File: src/rtl/gated_scan_chain.sv
module gated_scan_chain #(
  parameter int N = 8
) (
  input  logic         clk,
  input  logic         rst,
  input  logic         shift_en,
  input  logic         scan_in,
  input  logic [N-1:0] func_d,
  output logic [N-1:0] func_q,
  output logic         scan_out
);

  logic [N-1:0] state;
  logic [N-1:0] chain_src;

  for (genvar i = 0; i < N; i++) begin : g_cell
    if (i == 0) begin : g_head
      assign chain_src[i] = scan_in;
    end else begin : g_link
      assign chain_src[i] = state[i-1];
    end

    always_ff @(posedge clk) begin
      if (rst)           state[i] <= 1'b0;
      else if (shift_en) state[i] <= chain_src[i];
      else               state[i] <= func_d[i];
    end

    assign func_q[i] = state[i] & ~shift_en;
  end

  assign scan_out = state[N-1];

endmodule


File: config.mk
export PLATFORM = sky130hd
export DESIGN_NAME = gated_scan_chain
export DESIGN_NICKNAME = d
export VERILOG_FILES = /design/src/rtl/gated_scan_chain.sv
export SDC_FILE = /design/constraint.sdc
export NUM_CORES = 1
export LEC_CHECK = 0
export BUFFER_PORTS_ARGS = -buffer_cell sky130_fd_sc_hd__buf_2
export CAP_MARGIN = 0
export CORE_AREA = 10 10 47 49
export CTS_BUF_LIST = sky130_fd_sc_hd__clkbuf_8
export DETAILED_ROUTE_END_ITERATION = 7
export DIE_AREA = 0 0 57 59
export GPL_TIMING_DRIVEN = 1
export MAX_ROUTING_LAYER = met4
export PLACE_DENSITY_LB_ADDON = 0.25
export SETUP_SLACK_MARGIN = 0.15
export SYNTH_ARGS = -nofsm -noshare
export SYNTH_HDL_FRONTEND = slang
export SYNTH_SLANG_ARGS = --single-unit
File: constraint.sdc
create_clock -name clk -period 1.14 [get_ports clk]
set_input_delay 0.114 -clock clk [delete_from_list [all_inputs] [get_ports clk]]
set_output_delay 0.114 -clock clk [all_outputs]
set_load 0.03 [all_outputs]
* Word level (Yosys, flattened, before mapping)
Cells that the tools add are included.
Word-level totals: logic and storage cells 25, input port bits 12, output and inout bits 9, register bits after elaboration 8
Cells by class: mux-type cells 8, bitwise logic cells 9
Operators with widths (number):
- $and 1x1->1 | 8
- $mux 1 | 8
- $not 1->1 | 1

* Longest topological paths before layout
Gate-level depths: netlist of the first run.
word-level depth 2, depth in mapped cells 4

* Worst setup path after synthesis of the first run
Ideal clock, no wire load.
path type register to output, start register state[7] (netlist: scan_out), end output func_q[7], path buffers 0, slack 261 ps, data arrival time 765 ps, data required time 1026 ps, cell stages (with the launch flop) 2, cells stage by stage dfxtp_1 > and2b_2
On the way: cells in the longest elaborated chain, start to end 1
Ends and longest elaborated chain:
- start, declared | RTL line 13 | logic [N-1:0] state;
- start signal, assigned by index | RTL line 25 | else if (shift_en) state[i] <= chain_src[i];
- start signal, assigned by index | RTL line 26 | else state[i] <= func_d[i];
- $and 1x1->1 | RTL line 29 | assign func_q[i] = state[i] & ~shift_en;
- end, declared | RTL line 9 | output logic [N-1:0] func_q,
Every way passes these cells.

* Worst setup path in the final report of the first run
start register state[1] (netlist: chain_src[2]), end output func_q[1]
Same word-level chain as after synthesis.

==> results.yml, run 1 <==
yosys:
  synth.yosys.warnings: 0
  synth_top_area_cell: "dfxtp_1"
  seq_area_frac_synth_pct: 42.7
  proportion_of_netlist_area_held_by_the_largest_area_contributor_pct: 42.7
  postSynthAreaPerCell_um2: 10.7
  syn_nets: 47
  netlist_instances: 35
  ys_types: 7
  most_area_consuming_cells_after_synthesis: "dfxtp_1 43%, mux2i_1 21%, and2b_2 19%"
  synth-seq-cells: 8
  syn-cell-area_um2: 375
route:
  via_density_per_instance: 4.10
  vias: 295
  number_of_search_and_repair_iterations_in_the_first_detailed_routing_pass: 2
  remaining_drc_errors: 0
  ant_nets: 0
  wire_per_inst_um: 10.8
  first_iter_violations: 1
  routed_wirelength_um: 774
grt:
  largest_net_degree_at_the_start_of_global_routing: 16
  vias_in_the_first_global_route: 324
  grt_first_pass_wirelength_mm: 1.35
  number_of_antenna_violations_at_the_first_check_in_global_routing: 0
  grt.overflow.total: 0
  grt_util_all_layers_pct: 5.40
setup_path:
  required_ns: 1.03
  critPathTopFamily: "flip-flops"
  worstSetupStartpoint: "chain_src[2]"
  worst-r2r-setup-slack_ns: 0.55
  worstSetupEndpoint: "func_q[1]"
  slowest_cp_cell: "dfxtp_2"
  type_of_element_launching_the_critical_path: "flip-flop"
  crit_chain: "and2b_2 -> buf_6"
  worstSetupEndpointType: "primary output"
  cells_on_worst_reg2reg_path: 2
  critPathArrivalTime_ns: 0.85
  cp_num_cells: 2
  timing.critical_path.buf_inv: 1
  critical_path.reg2reg.startpoint: "chain_src[3]"
  r2r_end: "chain_src[4]"
  criticalPathCategory: "flip-flop to primary output"
  cp_slowest_stage_delay_ns: 0.31
  path_max_fanout: 2
pwr:
  cellPowerDensity_nw_per_um2: 1350
  p_leak_nw: 0.298
  ir_drop_v: 0.000754
die:
  core_area_um2: 1400
  row_count: 14
  die_w_um: 57
  dieArea_um2: 3360
  io_pins: 21
  die-height_um: 59
  starting_density_of_the_core_pct: 26.8
layout:
  area_growth_syn_to_fin_pct: 49.7
  fill_cells: 157
  insertedDiodeCount: 0
  layout.cell_area.non_filler_um2: 562
  fraction_of_final_layout_cells_with_drive_strength_greater_than_1_pct: 60.7
  final_net_count: 70
  finalCoreUtilization_pct: 40.1
  multi_input_comb_area_um2: 180
  sequential_cell_area_um2: 163
sta:
  worst_pin_slew_ns: 0.266
  fin_crit_ns: 0.966
  slew-limit-headroom_pct: 82.3
  unrepaired_setup_endpoints_after_global_routing: "yes"
  skew_ns: 0.00118
  hold_viol_final: 0
  fmax_ghz: 1.04
  finalMaxSlewViolations: 0
  finalSetupTns_ns: 0
  final_min_period_over_clock_period_pct: 84.7
  finalSetupViolations: 0
cts:
  cts_tree: "yes"
  cts_sinks: 8
  cts-buffers-inserted: 3
  cts_hold_repair.buffers: 0
  htree_levels: 1
  max-clock-path-buffers: 2
  worst_setup_hold_path_clk_slew_ns: 0.04
  clockRootBuffer: "clkbuf_8"
  worst_skew_pair.late_latency_ns: 0.22
  cts_post_setup_buffers_inserted: 0
flow_run:
  max_cap_violations: 0
placed_design:
  buffer_ports.inserted: 20
  dpl-instance-area_um2: 468
  final_estimated_routing_congestion_in_global_placement: 0.618
outcome:
  run_status: "finished clean"
min_path:
  holdCritPathClass: "input port to flip-flop"
==> sequential cells by signal (all words and copies together), names as in the netlist <==
signal,count
chain_src,7
scan_out,1
==> stage by stage <==
stage / cells / power [mW] / setup WS [ns] / hold WS [ns]
3_3_place_gp: 69 / 0.423 / 0.213 / 0.346
3_5_place_dp: 69 / 0.423 / 0.220 / 0.349
5_1_grt: 72 / 0.807 / 0.138 / 0.128
4_1_cts: 72 / 0.779 / 0.151 / 0.113
6_report: 72 / 0.758 / 0.174 / 0.123
2_1_floorplan: 35 / 0.395 / 0.261 / 0.258
==> cell type report <==
type | instances | share of cell area [%]
Clock buffer | 3 | 7.35
Multi-Input combinational cell | 24 | 32.1
Sequential cell | 8 | 29.0
Tap cell | 16 | 3.56
Timing Repair Buffer | 21 | 28.1
==> how the worst min path moves through the flow <==
stage / depth (start not counted) / from / slack, ns / end
after global placement: 3 / func_d[3] / 0.35 / chain_src[4]
after CTS: 3 / func_d[0] / 0.11 / chain_src[1]
after floorplan: 2 / func_d[0] / 0.26 / chain_src[1]
after detailed placement: 3 / func_d[0] / 0.35 / chain_src[1]
final: 3 / func_d[0] / 0.12 / chain_src[1]
after global routing: 3 / func_d[0] / 0.13 / chain_src[1]
==> layer usage <==
metal	GRT usage (%)	vias to the layer above	routed length [um]
met3	4.72	0	88
met1	4.80	126	340
met5	-	-	0
met2	7.75	16	345
li1	-	153	-
met4	3.02	0	0
==> where the power goes <==
part | internal, mW | switching (mW) | total (mW) | leakage [nW]
registers | 0.300 | 0.00674 | 0.306 | 0.0669
logic | 0.0640 | 0.0623 | 0.126 | 0.210
clock network | 0.227 | 0.0979 | 0.325 | 0.0216
total | 0.591 | 0.167 | 0.758 | 0.298
==> worst min-delay path: cells and delay by family <==
family	cells	cell delay [ns]
simple gates	1	0.07
mux	1	0.05
buf+inv	1	0.07
==> cells in the mapped netlist <==
cell	instances
and2b_2	8
dfxtp_1	8
buf_6	1
mux2i_1	8
buf_12	1
buf_1	1
nor2_1	8
==> cell families (layout without fill, tap and decap cells) <==
logic type / after synthesis / after routing / synth area share [%]
muxes: 8 / 8 / 21.3
DFF: 8 / 8 / 42.7
buffers and inverters: 3 / 24 / 9.33
and+or+nand+nor: 16 / 16 / 26.7
==> cell usage in the layout (no fill, tap or decap) <==
cell type | synthesis | layout
buf_2 | 0 | 12
and2b_2 | 8 | 8
mux2i_1 | 8 | 8
nor2_1 | 8 | 8
buf_6 | 1 | 8
dfxtp_1 | 8 | 6
clkbuf_8 | 0 | 3
dfxtp_2 | 0 | 2
buf_4 | 0 | 1
==> repair_timing <==
| item | in CTS | in global routing |
|---|---|---|
| pin swaps | 0 | 0 |
| cloned | 0 | 0 |
| setup endpoints to repair | 8 | 7 |
| gates resized for setup | 13 | 5 |
No activity file was read; power rests on OpenSTA's default activity.
==> run 2, diff against run 1 <==
--- a/config.mk
+++ b/config.mk
@@ -5,6 +5,7 @@
 export SDC_FILE = /design/constraint.sdc
 export NUM_CORES = 1
 export LEC_CHECK = 0
+export ABC_AREA = 1
 export BUFFER_PORTS_ARGS = -buffer_cell sky130_fd_sc_hd__buf_2
 export CAP_MARGIN = 0
 export CORE_AREA = 10 10 47 49
==> constraint.sdc (replaced) <==
create_clock -name clk -period 0.9 [get_ports clk]
set_input_delay 0.09 -clock clk [delete_from_list [all_inputs] [get_ports clk]]
set_output_delay 0.09 -clock clk [all_outputs]
set_load 0.03 [all_outputs]
==> run 2 against run 1 <==
Effect of this change:
- combinational power grew 83%
- hold slack lost 0.043 ns
- total power grew 39%
- worst setup slack lost 0.17 ns
- critical path type unchanged
- largest cell class is now buffers
- largest power group unchanged
==> results.yml, run 2 <==
outcome:
  run_status: "finished clean"
flow_run:
  max_cap_violations: 0
pwr:
  p_leak_nw: 0.336
  design_power_total_mw: 1.05
  ir_drop_v: 0.000906
  cellPowerDensity_nw_per_um2: 1620
setup_path:
  worstSetupEndpoint: "func_q[5]"
  crit_chain: "inv_2 -> nor2_2 -> buf_6"
  required_ns: 0.81
  critical_path.reg2reg.startpoint: "chain_src[5]"
  type_of_element_launching_the_critical_path: "flip-flop"
  critPathTopFamily: "flip-flops"
  cp_slowest_stage_delay_ns: 0.31
  worstSetupStartpoint: "chain_src[6]"
  worst-r2r-setup-slack_ns: 0.19
  timing.critical_path.buf_inv: 2
  r2r_end: "chain_src[6]"
  critPathArrivalTime_ns: 0.81
  path_max_fanout: 2
  worstSetupEndpointType: "primary output"
  cp_num_cells: 3
  cells_on_worst_reg2reg_path: 5
  slowest_cp_cell: "dfxtp_2"
  criticalPathCategory: "flip-flop to primary output"
die:
  io_pins: 21
  dieArea_um2: 3360
  die-height_um: 59
  core_area_um2: 1400
  starting_density_of_the_core_pct: 26.4
  row_count: 14
  die_w_um: 57
route:
  first_iter_violations: 3
  ant_nets: 0
  number_of_search_and_repair_iterations_in_the_first_detailed_routing_pass: 2
  via_density_per_instance: 3.93
  routed_wirelength_um: 893
  remaining_drc_errors: 0
  wire_per_inst_um: 8.93
  vias: 393
cts:
  cts_sinks: 8
  cts-buffers-inserted: 3
  htree_levels: 1
  worst_skew_pair.late_latency_ns: 0.22
  cts_hold_repair.buffers: 0
  worst_setup_hold_path_clk_slew_ns: 0.04
  max-clock-path-buffers: 2
  cts_tree: "yes"
  clockRootBuffer: "clkbuf_8"
yosys:
  synth_ff_type: "dfxtp_1"
  syn-cell-area_um2: 370
  yosys-top-cells-count: "24 x nor2_1, 16 x nand2_1, 10 x inv_1"
  synth_top_area_cell: "dfxtp_1"
  most_area_consuming_cells_after_synthesis: "dfxtp_1 43%, nor2_1 24%, nand2_1 16%"
  synth_edf_count: 0
  seq_area_frac_synth_pct: 43.2
  async_reset_ff_share_pct: 0
  ys_types: 5
  yosys.cell_count.top_type: "nor2_1"
  postSynthAreaPerCell_um2: 6.17
  proportion_of_netlist_area_held_by_the_largest_area_contributor_pct: 43.2
  netlist_instances: 60
  synth.yosys.warnings: 0
  synth-seq-cells: 8
  syn_nets: 72
sta:
  fmax_ghz: 1.12
  finalSetupViolations: 0
  skew_ns: 0.000875
  layout_setup_ws_ns: 0.00320
  worst_pin_slew_ns: 0.231
  finalMaxSlewViolations: 0
  final_min_period_over_clock_period_pct: 99.6
  slew-limit-headroom_pct: 84.6
  fin_crit_ns: 0.897
  unrepaired_setup_endpoints_after_global_routing: "yes"
  hold_viol_final: 0
  finalHoldWorstSlack_ns: 0.0803
grt:
  number_of_antenna_violations_at_the_first_check_in_global_routing: 0
  grt_util_all_layers_pct: 6.09
  grt.overflow.total: 0
  grt_first_pass_wirelength_mm: 1.53
  vias_in_the_first_global_route: 367
  largest_net_degree_at_the_start_of_global_routing: 25
layout:
  most-common-layout-cells: "16 x nor2_1, 16 x nand2_1, 11 x buf_2, 10 x buf_6"
  largest_register_ffs: 7
  insertedDiodeCount: 0
  layout.cell_area.non_filler_um2: 649
  fraction_of_final_layout_cells_with_drive_strength_greater_than_1_pct: 59.5
  fill_cells: 161
  finalCoreUtilization_pct: 46.3
  final_net_count: 98
  area_growth_syn_to_fin_pct: 75.3
placed_design:
  dpl-instance-area_um2: 514
  dp_worst_setup_slack_ns: 0.152
  buffer_ports.inserted: 20
  detailedPlacementHpwl_um: 697
  final_estimated_routing_congestion_in_global_placement: 0.668
min_path:
  holdCritPathClass: "input port to flip-flop"
[run 2: cell types whose count changed after synthesis]
cell,delta
nor2_1,+16
buf_12,-1
and2b_2,-8
nand2_1,+16
buf_1,-1
mux2i_1,-8
inv_1,+10
buf_6,+1
[run 2: power by group]
part / total [mW] / internal [mW] / switching, mW
Combinational: 0.231 / 0.104 / 0.127
Clock: 0.424 / 0.289 / 0.135
Sequential: 0.397 / 0.386 / 0.0108
Total: 1.05 / 0.780 / 0.273
[run 2: worst min path at each step]
stage	end	depth (start not counted)	start	slack, ns
global route	chain_src[6]	3	func_d[5]	0.09
CTS	scan_out	3	func_d[7]	0.08
detailed placement	scan_out	3	func_d[7]	0.31
finish	scan_out	3	func_d[7]	0.08
floorplan	scan_out	2	func_d[7]	0.22
global placement	chain_src[5]	3	func_d[4]	0.31
[run 2: final cells by class]
| type | count | area, um^2 | share of cell area [%] |
|---|---|---|---|
| Clock buffer | 3 | 41.3 | 6.36 |
| Inverter | 10 | 37.5 | 5.78 |
| Multi-Input combinational cell | 40 | 185 | 28.5 |
| Sequential cell | 8 | 170 | 26.2 |
| Tap cell | 16 | 20.0 | 3.08 |
| Timing Repair Buffer | 23 | 195 | 30.1 |
[run 2: cell families after synthesis]
logic type / share of synthesized area [%]
AND/OR/NAND/NOR: 40.5
buffers and inverters: 16.2
flip-flops: 43.2
[run 2: timing repair]
item	in CTS	in global routing
resized for setup	30	6
endpoints found under the setup margin	9	9
pin swaps	0	3
setup buffers	0	2
[run 2: routing by layer]
metal | routed length, um | track usage (%)
met1 | 393 | 5.72
met2 | 441 | 9.30
met3 | 46 | 3.65
met4 | 11 | 4.03
met5 | 0 | -
[run 2: metrics by stage]
| step | cells | setup TNS [ns] |
|---|---|---|
| floorplan | 60 | 0 |
| global placement | 95 | 0 |
| detailed placement | 95 | 0 |
| CTS | 98 | 0 |
| global route | 100 | -0.204 |
| finish | 100 | 0 |
[run 2: worst register-to-register path, cell delays in order, from the launching register on]
cell and delay [ns]:
dfxtp_2 0.31, inv_2 0.07, buf_4 0.10, nand2_1 0.04, nand2_1 0.06, nor2_1 0.04
==> run 3, diff against run 2 <==
--- a/config.mk
+++ b/config.mk
@@ -13,8 +13,9 @@
 export DETAILED_ROUTE_END_ITERATION = 7
 export DIE_AREA = 0 0 57 59
 export GPL_TIMING_DRIVEN = 1
+export HOLD_SLACK_MARGIN = 0.05
 export MAX_ROUTING_LAYER = met4
-export PLACE_DENSITY_LB_ADDON = 0.25
+export PLACE_DENSITY = 0.66
 export SETUP_SLACK_MARGIN = 0.15
 export SYNTH_ARGS = -nofsm -noshare
 export SYNTH_HDL_FRONTEND = slang
==> run 3 against run 2 <==
Effect of this change:
- die area stayed put
- clock skew increased by 0.0010 ns
- critical endpoint is now func_q[7]
- largest cell class is now multi-input gates
- clock power decreased by 4%
- highest routed layer unchanged
==> results.yml, run 3 (synthesis results as in run 2) <==
layout:
  most-common-layout-cells: "16 x nor2_1, 16 x nand2_1, 11 x buf_2, 9 x buf_6"
  largest_register_ffs: 7
  fill_cells: 157
  multi_input_comb_area_um2: 200
  area_growth_syn_to_fin_pct: 80.4
  fraction_of_final_layout_cells_with_drive_strength_greater_than_1_pct: 60.0
  insertedDiodeCount: 0
  finish.cell_count_without_fillers: 101
  final_net_count: 99
  sequential_cell_area_um2: 170
route:
  wire_per_inst_um: 9.37
  via_density_per_instance: 3.91
  ant_nets: 0
  number_of_search_and_repair_iterations_in_the_first_detailed_routing_pass: 2
  first_iter_violations: 3
  routed_wirelength_um: 946
  vias: 395
  remaining_drc_errors: 0
grt:
  grt_first_pass_wirelength_mm: 1.50
  largest_net_degree_at_the_start_of_global_routing: 25
  vias_in_the_first_global_route: 370
  grt.overflow.total: 0
  grt_util_all_layers_pct: 5.80
  number_of_antenna_violations_at_the_first_check_in_global_routing: 0
die:
  io_pins: 21
  row_count: 14
  starting_density_of_the_core_pct: 26.4
  core_area_um2: 1400
  dieArea_um2: 3360
  die_w_um: 57
  die-height_um: 59
setup_path:
  r2r_end: "chain_src[7]"
  worst-r2r-setup-slack_ns: 0.16
  required_ns: 0.81
  path_max_fanout: 2
  criticalPathCategory: "flip-flop to primary output"
  cells_on_worst_reg2reg_path: 5
  worstSetupEndpointType: "primary output"
  type_of_element_launching_the_critical_path: "flip-flop"
  critPathArrivalTime_ns: 0.80
  critical_path.reg2reg.startpoint: "chain_src[6]"
min_path:
  holdCritPathClass: "input port to flip-flop"
  worstHoldEndpoint: "chain_src[5]"
  hold-path-cell-count: 3
  timing.hold.worst.start: "func_d[4]"
cts:
  cts_tree: "yes"
  worst_skew_pair.late_latency_ns: 0.22
  htree_levels: 1
  cts_sinks: 8
  clockRootBuffer: "clkbuf_8"
  cts-buffers-inserted: 3
  max-clock-path-buffers: 2
  worst_setup_hold_path_clk_slew_ns: 0.04
  cts_hold_repair.buffers: 0
sta:
  finalMaxSlewViolations: 0
  slew-limit-headroom_pct: 84.7
  worst_pin_slew_ns: 0.230
  skew_ns: 0.00191
  fmax_ghz: 1.12
  hold_viol_final: 0
  fin_crit_ns: 0.890
  finalSetupTns_ns: 0
  final_min_period_over_clock_period_pct: 98.9
  finalSetupViolations: 0
  layout_setup_ws_ns: 0.00998
  unrepaired_setup_endpoints_after_global_routing: "yes"
pwr:
  design_power_total_mw: 1.05
  p_leak_nw: 0.341
  ir_drop_v: 0.00119
  cellPowerDensity_nw_per_um2: 1570
placed_design:
  buffer_ports.inserted: 20
  number_of_placed_cells_counting_well_taps: 95
  dp_worst_setup_slack_ns: 0.154
  final_estimated_routing_congestion_in_global_placement: 0.637
  detailedPlacementHpwl_um: 686
flow_run:
  max_cap_violations: 0
outcome:
  run_status: "finished clean"
run 3: changes by cell type in the layout (fill, tap and decap cells not counted), sizes merged:
cell and delta:
buf +1
run 3: report_power, final:
group / leakage [nW] / internal (mW) / switching [mW] / total, mW
logic: 0.250 / 0.108 / 0.136 / 0.243
registers: 0.0688 / 0.387 / 0.0106 / 0.397
clock network: 0.0216 / 0.288 / 0.119 / 0.406
total: 0.341 / 0.782 / 0.265 / 1.05
run 3: metal layers:
layer	GRT usage [%]	vias to the layer above	wire, um
met2	9.30	13	489
met5	-	-	0
met1	5.16	161	362
met4	4.03	0	22
li1	-	219	-
met3	3.22	2	71
run 3: area by class of cell:
| type | instances | area share, % |
|---|---|---|
| repair buffers | 24 | 29.8 |
| flip-flops and latches | 8 | 25.5 |
| well taps | 16 | 3.00 |
| multi-input cells | 40 | 30.0 |
| clock buffers | 3 | 6.18 |
| inverters | 10 | 5.62 |
run 3: worst max-delay path, cell delays in order, from the launching register on:
cell and delay (ns):
dfxtp_2 0.32, inv_2 0.04, nor2_4 0.09, buf_6 0.13
run 3: worst max path at each step:
stage | end | startpoint
floorplan | func_q[7] | scan_out
global placement | func_q[2] | shift_en
detailed placement | func_q[0] | shift_en
CTS | func_q[4] | chain_src[5]
global route | func_q[7] | scan_out
finish | func_q[7] | scan_out
run 3: per-stage QoR:
step | utilization, % | cell area, um^2 | hold WS (ns)
after floorplan | - | 397 | 0.219
after global placement | 36.7 | 514 | 0.309
after detailed placement | 36.7 | 514 | 0.312
after CTS | 44.8 | 628 | 0.0841
after global routing | 47.7 | 668 | 0.104
final | 47.7 | 668 | 0.0845
run 3: timing repair:
item | in CTS | in global routing
resized for setup | 33 | 5
cloned | 0 | 0
endpoints found under the setup margin | 9 | 10
pin swaps | 3 | 5
setup buffers | 1 | 2
